===== src/rtl/fifo_irq_pkg.sv =====
package fifo_irq_pkg;
    localparam int STAT_W      = 5;
    localparam int B_TX_LOW    = 0;
    localparam int B_TX_OVF    = 1;
    localparam int B_RX_UDF    = 2;
    localparam int B_RX_OVF    = 3;
    localparam int B_RX_HIGH   = 4;

    // clear-register bit positions
    localparam int C_ALL       = 0;
    localparam int C_RX_UDF    = 1;
    localparam int C_RX_OVF    = 2;
    localparam int C_TX_OVF    = 3;

    localparam int N_STICKY    = 3;

    typedef enum logic [1:0] {
        SEL_MASK   = 2'd0,
        SEL_RX_THR = 2'd1,
        SEL_TX_THR = 2'd2,
        SEL_CLEAR  = 2'd3
    } wsel_e;
endpackage


===== src/rtl/fifo_irq_thresh.sv =====
module fifo_irq_thresh #(
    parameter int LVL_W = 6,
    parameter int THR_W = 5
) (
    input  logic [LVL_W-1:0] rx_level,
    input  logic [LVL_W-1:0] tx_level,
    input  logic [THR_W-1:0] rx_thr,
    input  logic [THR_W-1:0] tx_thr,
    output logic             rx_high,
    output logic             tx_low
);
    localparam int CMP_W = (LVL_W > THR_W) ? LVL_W : THR_W;

    logic [CMP_W-1:0] rx_l, tx_l, rx_t, tx_t;

    always_comb begin
        rx_l    = CMP_W'(rx_level);
        tx_l    = CMP_W'(tx_level);
        rx_t    = CMP_W'(rx_thr);
        tx_t    = CMP_W'(tx_thr);
        rx_high = (rx_l >  rx_t);
        tx_low  = (tx_l <= tx_t);
    end
endmodule


===== src/rtl/fifo_irq_sticky.sv =====
module fifo_irq_sticky #(
    parameter int N = 3
) (
    input  logic         clk,
    input  logic         rst_n,
    input  logic [N-1:0] evt,
    input  logic [N-1:0] clr_one,
    input  logic         clr_all,
    output logic [N-1:0] flag_q
);
    logic [N-1:0] flag_d;

    always_comb begin
        flag_d = flag_q;
        for (int i = 0; i < N; i++) begin
            if (evt[i])
                flag_d[i] = 1'b1;
            else if (clr_one[i] || clr_all)
                flag_d[i] = 1'b0;
        end
    end

    always_ff @(posedge clk) begin
        if (!rst_n) flag_q <= '0;
        else        flag_q <= flag_d;
    end

    for (genvar g = 0; g < N; g++) begin : g_chk
        AST_STICKY_SET: assert property (@(posedge clk) disable iff (!rst_n)
            evt[g] |=> flag_q[g]);
        AST_STICKY_HOLD: assert property (@(posedge clk) disable iff (!rst_n)
            (!evt[g] && !clr_one[g] && !clr_all) |=> $stable(flag_q[g]));
        AST_STICKY_CLR: assert property (@(posedge clk) disable iff (!rst_n)
            (!evt[g] && (clr_one[g] || clr_all)) |=> !flag_q[g]);
    end
endmodule


===== src/rtl/fifo_irq_unit.sv =====
module fifo_irq_unit
    import fifo_irq_pkg::*;
#(
    parameter int DEPTH = 32,
    parameter int THR_W = 5,
    parameter int LVL_W = $clog2(DEPTH + 1)
) (
    input  logic              clk,
    input  logic              rst_n,
    input  logic [LVL_W-1:0]  rx_level,
    input  logic [LVL_W-1:0]  tx_level,
    input  logic              rx_ovf_pulse,
    input  logic              rx_udf_pulse,
    input  logic              tx_ovf_pulse,
    input  logic              wr_en,
    input  logic [1:0]        wr_sel,
    input  logic [STAT_W-1:0] wr_data,
    output logic [STAT_W-1:0] raw_stat,
    output logic [STAT_W-1:0] masked_stat,
    output logic              irq
);
    typedef struct packed {
        logic [STAT_W-1:0] mask;
        logic [THR_W-1:0]  rx_thr;
        logic [THR_W-1:0]  tx_thr;
    } regs_t;

    regs_t regs_d, regs_q;
    logic  clr_wr;
    logic  [N_STICKY-1:0] evt_v, clr_v, sticky_q;
    logic  rx_high, tx_low;

    always_comb begin
        regs_d = regs_q;
        clr_wr = 1'b0;
        if (wr_en) begin
            case (wsel_e'(wr_sel))
                SEL_MASK:   regs_d.mask   = wr_data;
                SEL_RX_THR: regs_d.rx_thr = THR_W'(wr_data);
                SEL_TX_THR: regs_d.tx_thr = THR_W'(wr_data);
                default:    clr_wr        = 1'b1;
            endcase
        end
    end

    always_ff @(posedge clk) begin
        if (!rst_n) regs_q <= '0;
        else        regs_q <= regs_d;
    end

    // sticky order: [0] tx overflow, [1] rx underflow, [2] rx overflow
    always_comb begin
        evt_v = {rx_ovf_pulse, rx_udf_pulse, tx_ovf_pulse};
        clr_v = {clr_wr & wr_data[C_RX_OVF],
                 clr_wr & wr_data[C_RX_UDF],
                 clr_wr & wr_data[C_TX_OVF]};
    end

    fifo_irq_sticky #(.N(N_STICKY)) u_sticky (
        .clk    (clk),
        .rst_n  (rst_n),
        .evt    (evt_v),
        .clr_one(clr_v),
        .clr_all(clr_wr & wr_data[C_ALL]),
        .flag_q (sticky_q)
    );

    fifo_irq_thresh #(.LVL_W(LVL_W), .THR_W(THR_W)) u_thresh (
        .rx_level(rx_level),
        .tx_level(tx_level),
        .rx_thr  (regs_q.rx_thr),
        .tx_thr  (regs_q.tx_thr),
        .rx_high (rx_high),
        .tx_low  (tx_low)
    );

    always_comb begin
        raw_stat            = '0;
        raw_stat[B_RX_HIGH] = rx_high;
        raw_stat[B_RX_OVF]  = sticky_q[2];
        raw_stat[B_RX_UDF]  = sticky_q[1];
        raw_stat[B_TX_OVF]  = sticky_q[0];
        raw_stat[B_TX_LOW]  = tx_low;
        masked_stat         = raw_stat & regs_q.mask;
        irq                 = |masked_stat;
    end

    AST_MASK_SILENCE: assert property (@(posedge clk) disable iff (!rst_n)
        (wr_en && wr_sel == SEL_MASK && wr_data == '0) |=> !irq);
    AST_CLEAR_LEVEL_BITS: assert property (@(posedge clk) disable iff (!rst_n)
        (wr_en && wr_sel == SEL_CLEAR) |=>
        (!$stable(rx_level) || !$stable(tx_level) ||
         ($stable(raw_stat[B_RX_HIGH]) && $stable(raw_stat[B_TX_LOW]))));
    AST_IRQ_NEEDS_RAW: assert property (@(posedge clk) disable iff (!rst_n)
        irq |-> (raw_stat != '0));
endmodule


===== config.mk =====
export PLATFORM = sky130hd
export DESIGN_NAME = fifo_irq_unit
export DESIGN_NICKNAME = d
export VERILOG_FILES = /design/src/rtl/fifo_irq_pkg.sv /design/src/rtl/fifo_irq_thresh.sv /design/src/rtl/fifo_irq_sticky.sv /design/src/rtl/fifo_irq_unit.sv
export SDC_FILE = /design/constraint.sdc
export NUM_CORES = 1
export LEC_CHECK = 0
export CAP_MARGIN = 20
export CORE_MARGIN = 3
export CORE_UTILIZATION = 44
export CTS_CLUSTER_SIZE = 30
export DETAILED_ROUTE_END_ITERATION = 7
export PLACE_DENSITY = 0.78
export REMOVE_ABC_BUFFERS = 1
export SKIP_CTS_REPAIR_TIMING = 1
export SKIP_LAST_GASP = 1
export SYNTH_ARGS = -nofsm -noshare
export SYNTH_HDL_FRONTEND = slang
export SYNTH_SLANG_ARGS = --single-unit
export TNS_END_PERCENT = 20

===== constraint.sdc =====
create_clock -name clk -period 2 [get_ports clk]
set_input_delay 0.2 -clock clk [delete_from_list [all_inputs] [get_ports clk]]
set_output_delay 0.2 -clock clk [all_outputs]
set_load 0.01 [all_outputs]

==> out/metrics.cfg <==
[critical_path]
r2r-end=regs_q[10]
path_class=flop to primary output
end_kind=primary output
slowest_delay_ps=330
worstPathMaxFanout=3
arrival_ps=1990
rr_startpoint=regs_q[10]
r2r_cells=4
cp-start-kind=flop
slowest_stage=dfxtp_1
required_ps=1800
cp_cell_sequence=inv_1 -> ha_1 -> and4b_1 -> o21ai_0 -> a32oi_2 -> buf_4 -> o211ai_2 -> dlymetal6s2s_1
r2r_slack_ps=1270

[yosys]
ys_types=24
synth_largest_area_cell=dfxtp_1
synth-warning-count=0
netlist.area_leader.share_pct=34.5
synth_cells=111
syn_area_sq_mm=0.00104
synth_seq_cells=18
ys_seq_area_share_pct=34.5
synth.area.top_cells=dfxtp_1, mux2i_1, ha_1, nor2b_1, inv_1
syn_area_per_cell_sq_um=9.40

[power]
power_frac_seq_pct=52.3
peakVddDrop_mv=0.339
p_int_mw=0.551
pwr-share-clk_pct=23.3
netSwitchingFraction_pct=24.2
combPwrFrac_pct=24.4
switchingPower_mw=0.176
power.total_mw=0.727
p_leak_nw=0.728
power_density_mw_per_mm2=484

[cells_and_area]
regArea_sq_um=360
multi_input_area_sq_um=626
postLayoutCoreUtil_pct=67.3
fillers=191
drive_gt1_share_pct=10.5
antenna_cells=0
syn_to_final_growth_pct=44.1
fin_nets=189

[cts]
clkSlewWorstSetupHoldPaths_ps=100
cts_max_level=1
cts_root_buffer=clkbuf_4
clk_path_buf_depth=2
cts_tree=built
worstSkewPairLatency_ps=270
numCtsBuffers=3
clock-sinks=18

[sta]
finalWorstSetupSlack_ps=-186
period_needed_ps=2190
setup-tns-final_ps=-276
period_share_pct=109
timing.slew.headroom_pct=70.3
tightest_slew_ps=443
finClkSkew_ps=0
drv_slew=0
fmax_mhz=457
hold_viol=0
rsz0062_at_grt=yes
finalSetupViolCount=4

[global_routing]
grt.total_usage_pct=15.6
antenna_found_initial=0
grt_pass1_vias=832
gr-total-overflow=0
grt_max_degree=19
grt_pass1_wl_microns=3430

[drt]
via_per_inst=4.88
vias=879
initialDrtViolationCount=4
drc=0
ant_nets=0
firstDrtPassIters=4
wl_microns=2090
avgRoutedWirePerCell_microns=11.6

[floorplanning]
start_util_pct=46.7
dieArea_sq_mm=0.00299
core_area_sq_mm=0.00223
die_h_microns=54.7
rows=17
die_w_microns=54.7
ios=36

[status]
violations=setup timing
status=finished with violations

[placement]
port_buffers=35
dp_slack_ps=-479
finalWeightedCongestion=0.721
hpwl_microns=1760

[hold_path]
hold_start=tx_ovf_pulse
hold_end=u_sticky.flag_q[0]
hold_path_class=input pin to flop
hold_depth=3

[flow_run]
cap_violations=0

[state kept, by name (all words and copies together), names as in the netlist]
register         count
regs_q              15
u_sticky.flag_q      3
[worst max-delay path: cells and delay by family (launching register included)]
family | cells | cell delay, ps
buffers and inverters | 3 | 390
AO/OA/AOI/OAI | 3 | 430
flip-flops | 1 | 330
AND/OR/NAND/NOR | 1 | 250
adder cells (fa/ha/maj) | 1 | 310
[cells in the mapped netlist, drive strengths merged]
master and instances:
a21o 1, nor3b 1, nand3b 2, a311o 1
nor3 1, and2 3, buf 2, and3 2
a32oi 1, mux2i 13, inv 14, ha 10
nor2 4, o21ai 5, clkbuf 1, a31oi 2
nor2b 20, o211ai 1, and4b 2, a21oi 5
a211o 1, dfxtp 18, nand2 1
[cell families after synthesis]
kind of cell / share of synthesized area [%]
buffers and inverters: 6.83
AO/OA/AOI/OAI: 10.6
flip-flops: 34.5
multiplexers: 12.5
adder cells (fa/ha/maj): 12.0
AND/OR/NAND/NOR: 23.6
[layout make-up]
type,count,share of cell area [%]
well taps,28,2.33
repair buffers,41,27.1
inverters,14,3.49
clock buffers,3,1.50
multi-input cells,76,41.6
flip-flops and latches,18,24.0
[cell usage in the layout (no fill, tap or decap), drive strengths merged, types with 2 or more instances in the layout]
cell           Yosys  routed
mux2i             13      13
a31oi              2       2
and3               2       2
buf                2       6
and2               3       3
dlymetal6s2s       0       5
inv               14      14
o21ai              5       5
a21oi              5       5
clkbuf             1       3
nor2b             20      20
nor2               4       4
dfxtp             18      18
and4b              2       2
ha                10      10
nand3b             2       2
clkdlybuf4s50      0      30
[power groups by stage]
stage	Clock, mW	Combinational (mW)	Sequential [mW]
after floorplan	0	0.0735	0.389
after global placement	0	0.170	0.388
after detailed placement	0	0.175	0.389
after CTS	0.176	0.176	0.381
after global routing	0.195	0.197	0.383
final	0.169	0.178	0.380
[through the flow]
| step | cell area (sq um) | hold slack [ps] | cells |
|---|---|---|---|
| 6_report | 1500 | 511 | 180 |
| 5_1_grt | 1500 | 548 | 180 |
| 4_1_cts | 1470 | 508 | 179 |
| 3_5_place_dp | 1450 | 506 | 176 |
| 3_3_place_gp | 1450 | 495 | 176 |
| 2_1_floorplan | 1020 | 328 | 108 |
[how the worst max path moves through the flow]
stage	start	to	slack (ps)	depth (start not counted)
after floorplan	regs_q[9]	masked_stat[4]	380	6
after global routing	regs_q[4]	irq	-320	8
after CTS	regs_q[9]	irq	-520	7
final	regs_q[4]	irq	-190	8
after detailed placement	rx_level[4]	irq	-480	7
after global placement	rx_level[4]	irq	-470	7
[layer usage]
metal / global-route usage (%) / share of wire [%]
met2: 28.0 / 51
met4: 2.49 / 0
met1: 18.7 / 43
met5: 0 / 0
met3: 4.09 / 6.0
(Power assumes the default switching activity.)
